--- src/rtl/dma_sd_pkg.sv ---
package dma_sd_pkg;

    localparam logic [1:0] REG_SRC  = 2'd0;
    localparam logic [1:0] REG_DST  = 2'd1;
    localparam logic [1:0] REG_CNT  = 2'd2;
    localparam logic [1:0] REG_CTRL = 2'd3;

    localparam logic [1:0] UPD_HOLD = 2'd0;
    localparam logic [1:0] UPD_INC  = 2'd1;
    localparam logic [1:0] UPD_DEC  = 2'd2;

    typedef enum logic [1:0] {
        ST_IDLE   = 2'd0,
        ST_READ   = 2'd1,
        ST_WRITE  = 2'd2,
        ST_SINGLE = 2'd3
    } dma_state_e;

    typedef struct packed {
        logic [1:0] dst_upd;
        logic [1:0] src_upd;
        logic [1:0] size;
        logic       dev_to_mem;
        logic       single;
    } chan_ctrl_t;

    function automatic logic [2:0] size_bytes(input logic [1:0] sz);
        case (sz)
            2'd0:    return 3'd1;
            2'd1:    return 3'd2;
            default: return 3'd4;
        endcase
    endfunction

endpackage

--- src/rtl/dma_sd_regs.sv ---
module dma_sd_regs
    import dma_sd_pkg::*;
#(
    parameter int AW = 32,
    parameter int CW = 16,
    parameter logic [1:0] BUS_SZ = 2'd2
) (
    input  logic          clk,
    input  logic          rst,
    input  logic          cfg_we,
    input  logic [1:0]    cfg_sel,
    input  logic [31:0]   cfg_wdata,
    input  logic          busy,
    input  logic          step,
    output logic [AW-1:0] src_ptr,
    output logic [AW-1:0] dst_ptr,
    output logic [CW-1:0] cnt_left,
    output logic          dev_to_mem,
    output logic          launch,
    output logic          launch_single,
    output logic          cfg_err
);

    chan_ctrl_t ctrl_q;
    chan_ctrl_t new_ctrl;
    logic       wr_ok;
    logic       start_req;
    logic       bad_cfg;

    assign new_ctrl  = chan_ctrl_t'(cfg_wdata[8:1]);
    assign wr_ok     = cfg_we && !busy;
    assign start_req = wr_ok && (cfg_sel == REG_CTRL) && cfg_wdata[0];
    assign bad_cfg   = (new_ctrl.size == 2'd3) || (cnt_left == '0) ||
                       (new_ctrl.single && (new_ctrl.size != BUS_SZ));
    assign launch        = start_req && !bad_cfg;
    assign launch_single = new_ctrl.single;
    assign dev_to_mem    = ctrl_q.dev_to_mem;

    function automatic logic [AW-1:0] move(input logic [AW-1:0] a,
                                           input logic [1:0]    upd,
                                           input logic [1:0]    sz);
        logic [AW-1:0] d;
        d = AW'(size_bytes(sz));
        case (upd)
            UPD_INC: return a + d;
            UPD_DEC: return a - d;
            default: return a;
        endcase
    endfunction

    always_ff @(posedge clk) begin
        if (rst) begin
            src_ptr  <= '0;
            dst_ptr  <= '0;
            cnt_left <= '0;
            ctrl_q   <= '0;
            cfg_err  <= 1'b0;
        end else if (wr_ok) begin
            case (cfg_sel)
                REG_SRC: src_ptr  <= cfg_wdata[AW-1:0];
                REG_DST: dst_ptr  <= cfg_wdata[AW-1:0];
                REG_CNT: cnt_left <= cfg_wdata[CW-1:0];
                default: ctrl_q   <= new_ctrl;
            endcase
            if (start_req) cfg_err <= bad_cfg;
        end else if (step) begin
            cnt_left <= cnt_left - CW'(1);
            src_ptr  <= move(src_ptr, ctrl_q.src_upd, ctrl_q.size);
            if (!ctrl_q.single)
                dst_ptr <= move(dst_ptr, ctrl_q.dst_upd, ctrl_q.size);
        end
    end

endmodule

--- src/rtl/dma_sd_seq.sv ---
module dma_sd_seq
    import dma_sd_pkg::*;
#(
    parameter int CW = 16
) (
    input  logic          clk,
    input  logic          rst,
    input  logic          launch,
    input  logic          launch_single,
    input  logic [CW-1:0] cnt_left,
    output dma_state_e    state,
    output logic          step,
    output logic          last,
    output logic          done
);

    dma_state_e state_n;

    assign step = (state == ST_WRITE) || (state == ST_SINGLE);
    assign last = step && (cnt_left == CW'(1));

    always_comb begin
        state_n = state;
        case (state)
            ST_IDLE:   if (launch) state_n = launch_single ? ST_SINGLE : ST_READ;
            ST_READ:   state_n = ST_WRITE;
            ST_WRITE:  state_n = last ? ST_IDLE : ST_READ;
            ST_SINGLE: state_n = last ? ST_IDLE : ST_SINGLE;
            default:   state_n = ST_IDLE;
        endcase
    end

    always_ff @(posedge clk) begin
        if (rst) begin
            state <= ST_IDLE;
            done  <= 1'b0;
        end else begin
            state <= state_n;
            if (launch)    done <= 1'b0;
            else if (last) done <= 1'b1;
        end
    end

endmodule

--- src/rtl/dma_sd_busdrv.sv ---
module dma_sd_busdrv
    import dma_sd_pkg::*;
#(
    parameter int AW = 32,
    parameter int DW = 32
) (
    input  logic          clk,
    input  logic          rst,
    input  dma_state_e    state,
    input  logic [AW-1:0] src_ptr,
    input  logic [AW-1:0] dst_ptr,
    input  logic          dev_to_mem,
    input  logic [DW-1:0] bus_rdata,
    output logic [AW-1:0] bus_addr,
    output logic          bus_rd,
    output logic          bus_wr,
    output logic          dack,
    output logic [DW-1:0] bus_wdata,
    output logic          bus_wdata_oe
);

    logic [DW-1:0] hold_q;

    always_ff @(posedge clk) begin
        if (rst)                   hold_q <= '0;
        else if (state == ST_READ) hold_q <= bus_rdata;
    end

    always_comb begin
        bus_addr     = '0;
        bus_rd       = 1'b0;
        bus_wr       = 1'b0;
        dack         = 1'b0;
        bus_wdata    = '0;
        bus_wdata_oe = 1'b0;
        case (state)
            ST_READ: begin
                bus_addr = src_ptr;
                bus_rd   = 1'b1;
            end
            ST_WRITE: begin
                bus_addr     = dst_ptr;
                bus_wr       = 1'b1;
                bus_wdata    = hold_q;
                bus_wdata_oe = 1'b1;
            end
            ST_SINGLE: begin
                bus_addr = src_ptr;
                dack     = 1'b1;
                bus_wr   = dev_to_mem;
                bus_rd   = !dev_to_mem;
            end
            default: ;
        endcase
    end

endmodule

--- src/rtl/dma_sd_engine.sv ---
module dma_sd_engine
    import dma_sd_pkg::*;
#(
    parameter int AW        = 32,
    parameter int CW        = 16,
    parameter int BUS_BYTES = 4,
    localparam int DW       = 8 * BUS_BYTES,
    localparam logic [1:0] BUS_SZ = 2'($clog2(BUS_BYTES))
) (
    input  logic          clk,
    input  logic          rst,
    input  logic          cfg_we,
    input  logic [1:0]    cfg_sel,
    input  logic [31:0]   cfg_wdata,
    output logic [AW-1:0] bus_addr,
    output logic          bus_rd,
    output logic          bus_wr,
    output logic          dack,
    output logic [DW-1:0] bus_wdata,
    output logic          bus_wdata_oe,
    input  logic [DW-1:0] bus_rdata,
    output logic          tend,
    output logic          busy,
    output logic          done,
    output logic          cfg_err
);

    logic [AW-1:0] src_ptr;
    logic [AW-1:0] dst_ptr;
    logic [CW-1:0] cnt_left;
    logic          dev_to_mem;
    logic          launch;
    logic          launch_single;
    logic          step;
    logic          last;
    dma_state_e    state;

    assign busy = (state != ST_IDLE);
    assign tend = last;

    dma_sd_regs #(.AW(AW), .CW(CW), .BUS_SZ(BUS_SZ)) u_regs (
        .clk(clk), .rst(rst), .cfg_we(cfg_we), .cfg_sel(cfg_sel),
        .cfg_wdata(cfg_wdata), .busy(busy), .step(step),
        .src_ptr(src_ptr), .dst_ptr(dst_ptr), .cnt_left(cnt_left),
        .dev_to_mem(dev_to_mem), .launch(launch),
        .launch_single(launch_single), .cfg_err(cfg_err)
    );

    dma_sd_seq #(.CW(CW)) u_seq (
        .clk(clk), .rst(rst), .launch(launch), .launch_single(launch_single),
        .cnt_left(cnt_left), .state(state), .step(step), .last(last),
        .done(done)
    );

    dma_sd_busdrv #(.AW(AW), .DW(DW)) u_bus (
        .clk(clk), .rst(rst), .state(state), .src_ptr(src_ptr),
        .dst_ptr(dst_ptr), .dev_to_mem(dev_to_mem), .bus_rdata(bus_rdata),
        .bus_addr(bus_addr), .bus_rd(bus_rd), .bus_wr(bus_wr), .dack(dack),
        .bus_wdata(bus_wdata), .bus_wdata_oe(bus_wdata_oe)
    );

endmodule

--- config.mk ---
export PLATFORM = sky130hd
export DESIGN_NAME = dma_sd_engine
export DESIGN_NICKNAME = d
export VERILOG_FILES = /design/src/rtl/dma_sd_pkg.sv /design/src/rtl/dma_sd_regs.sv /design/src/rtl/dma_sd_seq.sv /design/src/rtl/dma_sd_busdrv.sv /design/src/rtl/dma_sd_engine.sv
export SDC_FILE = /design/constraint.sdc
export NUM_CORES = 1
export LEC_CHECK = 0
export ABC_AREA = 1
export BUFFER_PORTS_ARGS = -buffer_cell sky130_fd_sc_hd__buf_2
export CAP_MARGIN = 20
export CELL_PAD_IN_SITES_DETAIL_PLACEMENT = 0
export CELL_PAD_IN_SITES_GLOBAL_PLACEMENT = 1
export CORE_MARGIN = 2
export CORE_UTILIZATION = 37
export CTS_CLUSTER_DIAMETER = 50
export DETAILED_ROUTE_END_ITERATION = 8
export PLACE_DENSITY = 0.81
export SLEW_MARGIN = 20
export SYNTH_ARGS = -nofsm -noshare
export SYNTH_HDL_FRONTEND = slang
export SYNTH_SLANG_ARGS = --single-unit
--- constraint.sdc ---
create_clock -name clk -period 2.3 [get_ports clk]
set_input_delay 0.345 -clock clk [delete_from_list [all_inputs] [get_ports clk]]
set_output_delay 0.345 -clock clk [all_outputs]
set_load 0.01 [all_outputs]
Yosys cells after proc, flatten, opt, wreduce, memory -nomap -nowiden

Index checks and enable logic that the tools add are counted.
Widths: inputs -> output; s select.

Add/subtract/negate cells: 5
$mul: 0
Divide/modulo/power cells: 0
Order comparisons: 0
Equal/unequal tests: 19
Shift-type cells: 0
Muxes and demuxes: 31
Bitwise gates (word level): 1
Reductions and logical operators: 28

Operators by type and width:

| cell                  | number |
|---|---|
| $mux 32               | 8 |
| $pmux 32 s2           | 3 |
| $add 32x3->32         | 2 |
| $sub 32x3->32         | 2 |
| $mux 16               | 3 |
| $mux 3                | 7 |
| $eq 16x1->1 const B   | 1 |
| $logic_not 16->1      | 1 |
| $sub 16x1->16 const B | 1 |
| $eq 2x2->1 const B    | 7 |
| $ne 2x2->1 const B    | 6 |
| $eq 2x1->1 const B    | 5 |
| $pmux 2 s4            | 1 |
| $logic_and 1x1->1     | 6 |
| $logic_not 2->1       | 3 |
| $mux 2                | 3 |
| $pmux 3 s2            | 1 |
| $reduce_and 2->1      | 3 |
| $reduce_bool 3->1     | 2 |
| $pmux 1 s2            | 2 |
| $reduce_and 4->1      | 1 |
| $reduce_bool 2->1     | 2 |
| $reduce_or 2->1       | 2 |
| $logic_not 1->1       | 3 |
| 5 further kinds       | 9 |

Flip-flop bits (word level): 124
Bits in latches: 0
RAM bits: 0
Bits in read-only memories: 0
Bits of input ports: 69
Output and inout port bits: 72
Logic and storage cells: 96
Memories kept: 0

Longest topological paths before layout

Word-level depth: 11
Gate-level depth with buffers: 18
Depth with buffers taken out: 18

Cells and area by module

Synthesis repeated with hierarchy kept, for this count alone.

Cell total of the unflattened synthesis: 1981
Area total of the unflattened synthesis: 10854.2 um2

By module, submodules not included:

| module        | times used | cells an instance | area each (um2) | seq. area each (um2) |
|---|---|---|---|---|
| dma_sd_regs   | 1          | 1560              | 8619.5          | 1781.7 |
| dma_sd_busdrv | 1          | 385               | 2034.5          | 640.6 |
| dma_sd_seq    | 1          | 33                | 188.9           | 60.1 |
| dma_sd_engine | 1          | 3                 | 11.3            | 0.0 |

Worst setup path after synthesis

Ideal clock, no wire load.

Kind: flip-flop to flip-flop
From: register u_regs.ctrl_q[6] in the netlist's numbering
To: register u_regs.dst_ptr[11]
Setup time: 0.124 ns
Data arrival time: 2.271 ns
Data required time: 2.176 ns
Slack: -0.095 ns
Cell stages (with the launch flop): 13
Path buffers: 0
Period minus slack after synthesis: 2.395 ns
Cell sequence: dfxtp_1 > inv_1 > ha_1 > ha_1 > nand2_1 > inv_1 > nand2_1 > nand2_1 > nand2_1 > nand3b_1 > or2_2 > nand2_1 > a31oi_1

Cells in the longest elaborated chain, start to end: 5
Elaborated cells on any way between the ends: 8
Those cells by class: eq/ne: 2; mux: 4; reduce/logical: 2

Ends and longest elaborated chain:

| item                                     | RTL line          | source |
|---|---|---|
| start, declared                          | dma_sd_regs.sv:24 | `chan_ctrl_t ctrl_q;` |
| start signal, assigned                   | dma_sd_regs.sv:63 | `default: ctrl_q <= new_ctrl;` |
| $eq 2x2->1 or $eq 2x1->1 (tied branches) | dma_sd_regs.sv:44 | `case (upd)` |
| $pmux 32 s2                              | dma_sd_regs.sv:44 |  |
| $mux 32                                  | dma_sd_regs.sv:69 | `if (!ctrl_q.single)` |
| $mux 32                                  | dma_sd_regs.sv:66 | `end else if (step) begin` |
| $mux 32                                  | dma_sd_regs.sv:58 | `end else if (wr_ok) begin` |
| end signal, assigned                     | dma_sd_regs.sv:61 | `REG_DST: dst_ptr <= cfg_wdata[AW-1:0];` |
| end signal, assigned                     | dma_sd_regs.sv:70 | `dst_ptr <= move(dst_ptr, ctrl_q.dst_upd, ctrl_q.size);` |
| end, declared                            | dma_sd_regs.sv:16 | `output logic [AW-1:0] dst_ptr,` |

Parallel ways exist; a longest one is shown, timed or not. The select of a mux whose other input is x is not followed.
A chain may end at the register's enable or synchronous reset.

Final worst setup path

From: register u_regs.ctrl_q[6] in the netlist's numbering
To: register u_regs.dst_ptr[22]

Same word-level chain as after synthesis.

==> metrics.md <==
| Metric | Value |
|---|---|
| P per Cell Area | `~520 mW/mm^2` |
| DRT iter0 DRCs | `about 900` |
| Synth area leaders | `dfxtp_1 24%, nand2_1 18%, inv_1 11%` |
| Yosys reg bits | `124` |
| Vias in the first global route | `around 11000` |
| Chip Height | `between 150 and 200 um` |
| Post-Syn Nets | `1937` |
| Yosys warning count | `0` |
| Detailed Routing Iterations Pass 1 | `6` |
| Share of layout cells above drive strength 1 | `0.218` |
| Synth Area in Compound Gates | `0.204` |
| Yosys cell types | `39` |
| Top delay family on crit path | `simple AND/OR/NAND/NOR gates` |
| Root buffer cell | `clkbuf_16` |
| Setup Skew | `about 0.013 ns` |
| Most used DFF post-synth | `dfxtp_1` |
| WP data required | `~2.7 ns` |
| CP endpoint kind | `register` |
| Post-synthesis xor/xnor area fraction | `0.00839` |
| First-pass GRT wire length | `between 50000 and 60000 um` |
| Top-count cell post-synth | `nand2_1` |
| Sequential share of the synthesized area | `0.238` |
| Placement row count | `61` |
| Max-cap violation count | `0` |
| Longest Clk Path Bufs | `2` |
| Cell Area, Synth | `approximately 0.010 mm^2` |
| Synth-to-layout area growth | `28.1%` |
| Synth top cells by count | `490 x nand2_1, 306 x inv_1, 206 x nor2_1` |
| Top Layer Used | `met4` |
| Die area | `about 0.030 mm^2` |
| Slew Viols, Final | `0` |
| Crit Path Class | `register to register` |
| Worst EP arrival | `between 2 and 3 ns` |
| Relative slew slack | `0.497` |
| Post-synth top area share | `0.238` |
| Ys async rst share | `0` |
| Clk Latency, worst-skew pair | `0.44 ns` |
| CP Buf/Inv Count | `3` |
| RSZ-0062 raised after global routing | `yes` |
| EDFF count, synth | `0` |
| Synth Area in Simple Gates | `0.326` |
| DP Wirelength | `27100 um` |
| Reg2reg setup slack | `between 0.04 and 0.05 ns` |
| Met1 WL | `about 17000 um` |
| # IOs | `around 140` |
| Initial antenna violation count | `0` |
| Clk sinks | `roughly 120` |
| CP dominant cell by count | `nand2_1` |
| RePlAce Congestion | `between 0.9 and 1` |
| CTS buffer count | `17` |
| Met3 routed WL | `around 2000 um` |
| Std-Cell Core Area | `roughly 0.028 mm^2` |
| Number of remaining DRC errors | `0` |
| Nets | `approximately 2100` |
| Crit-path max cell delay | `0.31 ns` |
| Hold Fails Final Rpt | `0` |
| DRT Wirelength | `~37000 um` |
| Routed wl met2 | `roughly 17000 um` |
| Crit-path max FO | `7` |
| DRT antenna net count | `0` |
| Sequence of cells on the critical path | `inv_2 > ha_4 > buf_12 > ha_4 > buf_4 > nand2_1 > nand2_1 > nand2_2 > nand3_2 > nand2_1 > nand2_2 > nand2_1 > nand2_1 > nand2_1 > nand3_1 > a21oi_1` |
| Die Width | `172 um` |
| Total global routing overflow | `0` |
| # port buffers | `140` |
| Wire per inst | `between 15 and 20 um` |
| Post-Synth Adder-Cell Area | `0.0853` |
| Run status | `complete, no violations` |
| Syn_area_per_cell | `roughly 5.8 um^2` |
| Largest net degree at the start of global routing | `about 120` |
| CTS tree | `yes` |
| Worst slew pin tran | `between 0.7 and 0.8 ns` |
| Final critical-path share of the clock period | `0.980` |
| Gr usage total | `0.238` |
| Via count | `11900` |
| Setup TNS | `0 ns` |
| Clock input transition at the sequential cells of the worst setup and hold paths | `0.07 ns` |
| Pleak | `roughly 7 nW` |
| Final cell utilization of the core | `0.481` |
| Mux contribution to synthesized area | `0.000959` |
| Mapped Cells | `1798` |
| Minimum clock period | `between 2 and 2.5 ns` |
| Crit path max-delay cell type | `dfxtp_1` |
| Final setup violation count | `0` |
| Yosys top cell by area | `dfxtp_1` |
| Worst setup margin | `~0.046 ns` |
| Tightest Hold Check Type | `input port to register` |
| Initial Util | `0.376` |
| Worst VDD drop | `around 500 uV` |
| Setup crit start kind | `register` |
| Vias per cell | `between 5 and 6` |
| FMAX | `~440 MHz` |
| Largest family of logic cells by synthesized area | `simple AND/OR/NAND/NOR gates` |
| # H-tree levels | `4` |
| Pre-CTS setup slack | `-0.0850 ns` |
final timing paths:
path,start,to,cells after the start
worst min-delay path,cfg_wdata[6],u_regs.ctrl_q[5],3
worst max-delay path,u_regs.ctrl_q[6],u_regs.dst_ptr[22],16
worst max register to register,u_regs.ctrl_q[6],u_regs.dst_ptr[22],16
worst min register to register,u_bus.hold_q[5],u_bus.hold_q[5],2
layer usage:
metal,vias to the layer above,global-route usage
li1,6086,-
met1,5477,0.326
met2,312,0.393
met3,47,0.0224
met4,0,0.0778
met5,-,0
cell usage in the layout, fill, tap and decap left out, types with 7 or more instances in the layout:
cell type,instances
buf_4,45
dfxtp_1,118
o21ai_0,140
nand3_1,94
nor2_2,35
a21oi_2,16
nand3_2,12
inv_1,302
inv_6,7
a31oi_1,36
o21ai_1,15
a22o_1,31
clkbuf_16,20
nand4_1,8
ha_1,16
nor3_1,11
nor2_1,166
xor2_1,8
ha_2,16
nand2_1,438
nor2_4,7
buf_2,140
inv_2,7
nand2_2,51
ha_4,36
a21oi_1,135
sequential cells by signal, summed over array words and instances, names as in the netlist:
register           count
u_regs.cfg_err         1
u_bus.hold_q          32
u_regs.cnt_left       16
u_regs.dev_to_mem      1
u_seq.done             1
u_seq.state            2
u_regs.dst_ptr        32
u_regs.src_ptr        32
u_regs.ctrl_q          7
repair_timing:
action / CTS / global route
pin swaps: 1 / 20
hold buffers: 0 / 0
resized for setup: 8 / 210
cloned: 0 / 4
endpoints found under the setup margin: 35 / 59
buffers inserted: 1 / 3
cell type report:
type / count / area, um^2
flip-flops and latches: 124 / 2490
multi-input cells: 1307 / 7430
clock buffers: 17 / 425
repair buffers: 194 / 1220
well taps: 378 / 473
fillers: 2890 / 14400
diodes: 1 / 2.50
inverters: 311 / 1170
clock inverters: 15 / 168
per-stage QoR:
step,hold WS [ns],instances,cell area [um^2],power [mW]
global route,0.180,2346,13400,7.30
finish,0.174,2347,13400,6.98
floorplan,0.430,1798,10400,3.43
CTS,0.177,2339,12400,6.76
global placement,0.439,2306,11700,3.90
detailed placement,0.446,2306,11700,3.92
where the power goes:
group | total [mW] | leakage [nW] | switching [mW] | internal, mW
registers | 2.45 | 1.01 | 0.153 | 2.30
clock network | 2.84 | 0.287 | 1.29 | 1.55
logic | 1.69 | 5.50 | 1.04 | 0.653
total | 6.98 | 6.80 | 2.47 | 4.50
worst reg2reg max path: cells and delay by family (launching register included):
kind | cells | cell delay (ns)
flip-flops | 1 | 0.31
buffers and inverters | 3 | 0.42
AO/OA/AOI/OAI | 1 | 0.14
adder cells (fa/ha/maj) | 2 | 0.45
AND/OR/NAND/NOR | 10 | 0.87
cells by family (layout without fill, tap and decap cells):
kind of cell	Yosys count	in the layout
fa+ha+maj	70	70
buf+inv	367	537
flops	124	124
mux	1	1
compound gates	385	385
other cells	0	1
simple gates	841	841
xor+xnor	10	10
(Power assumes the default switching activity.)
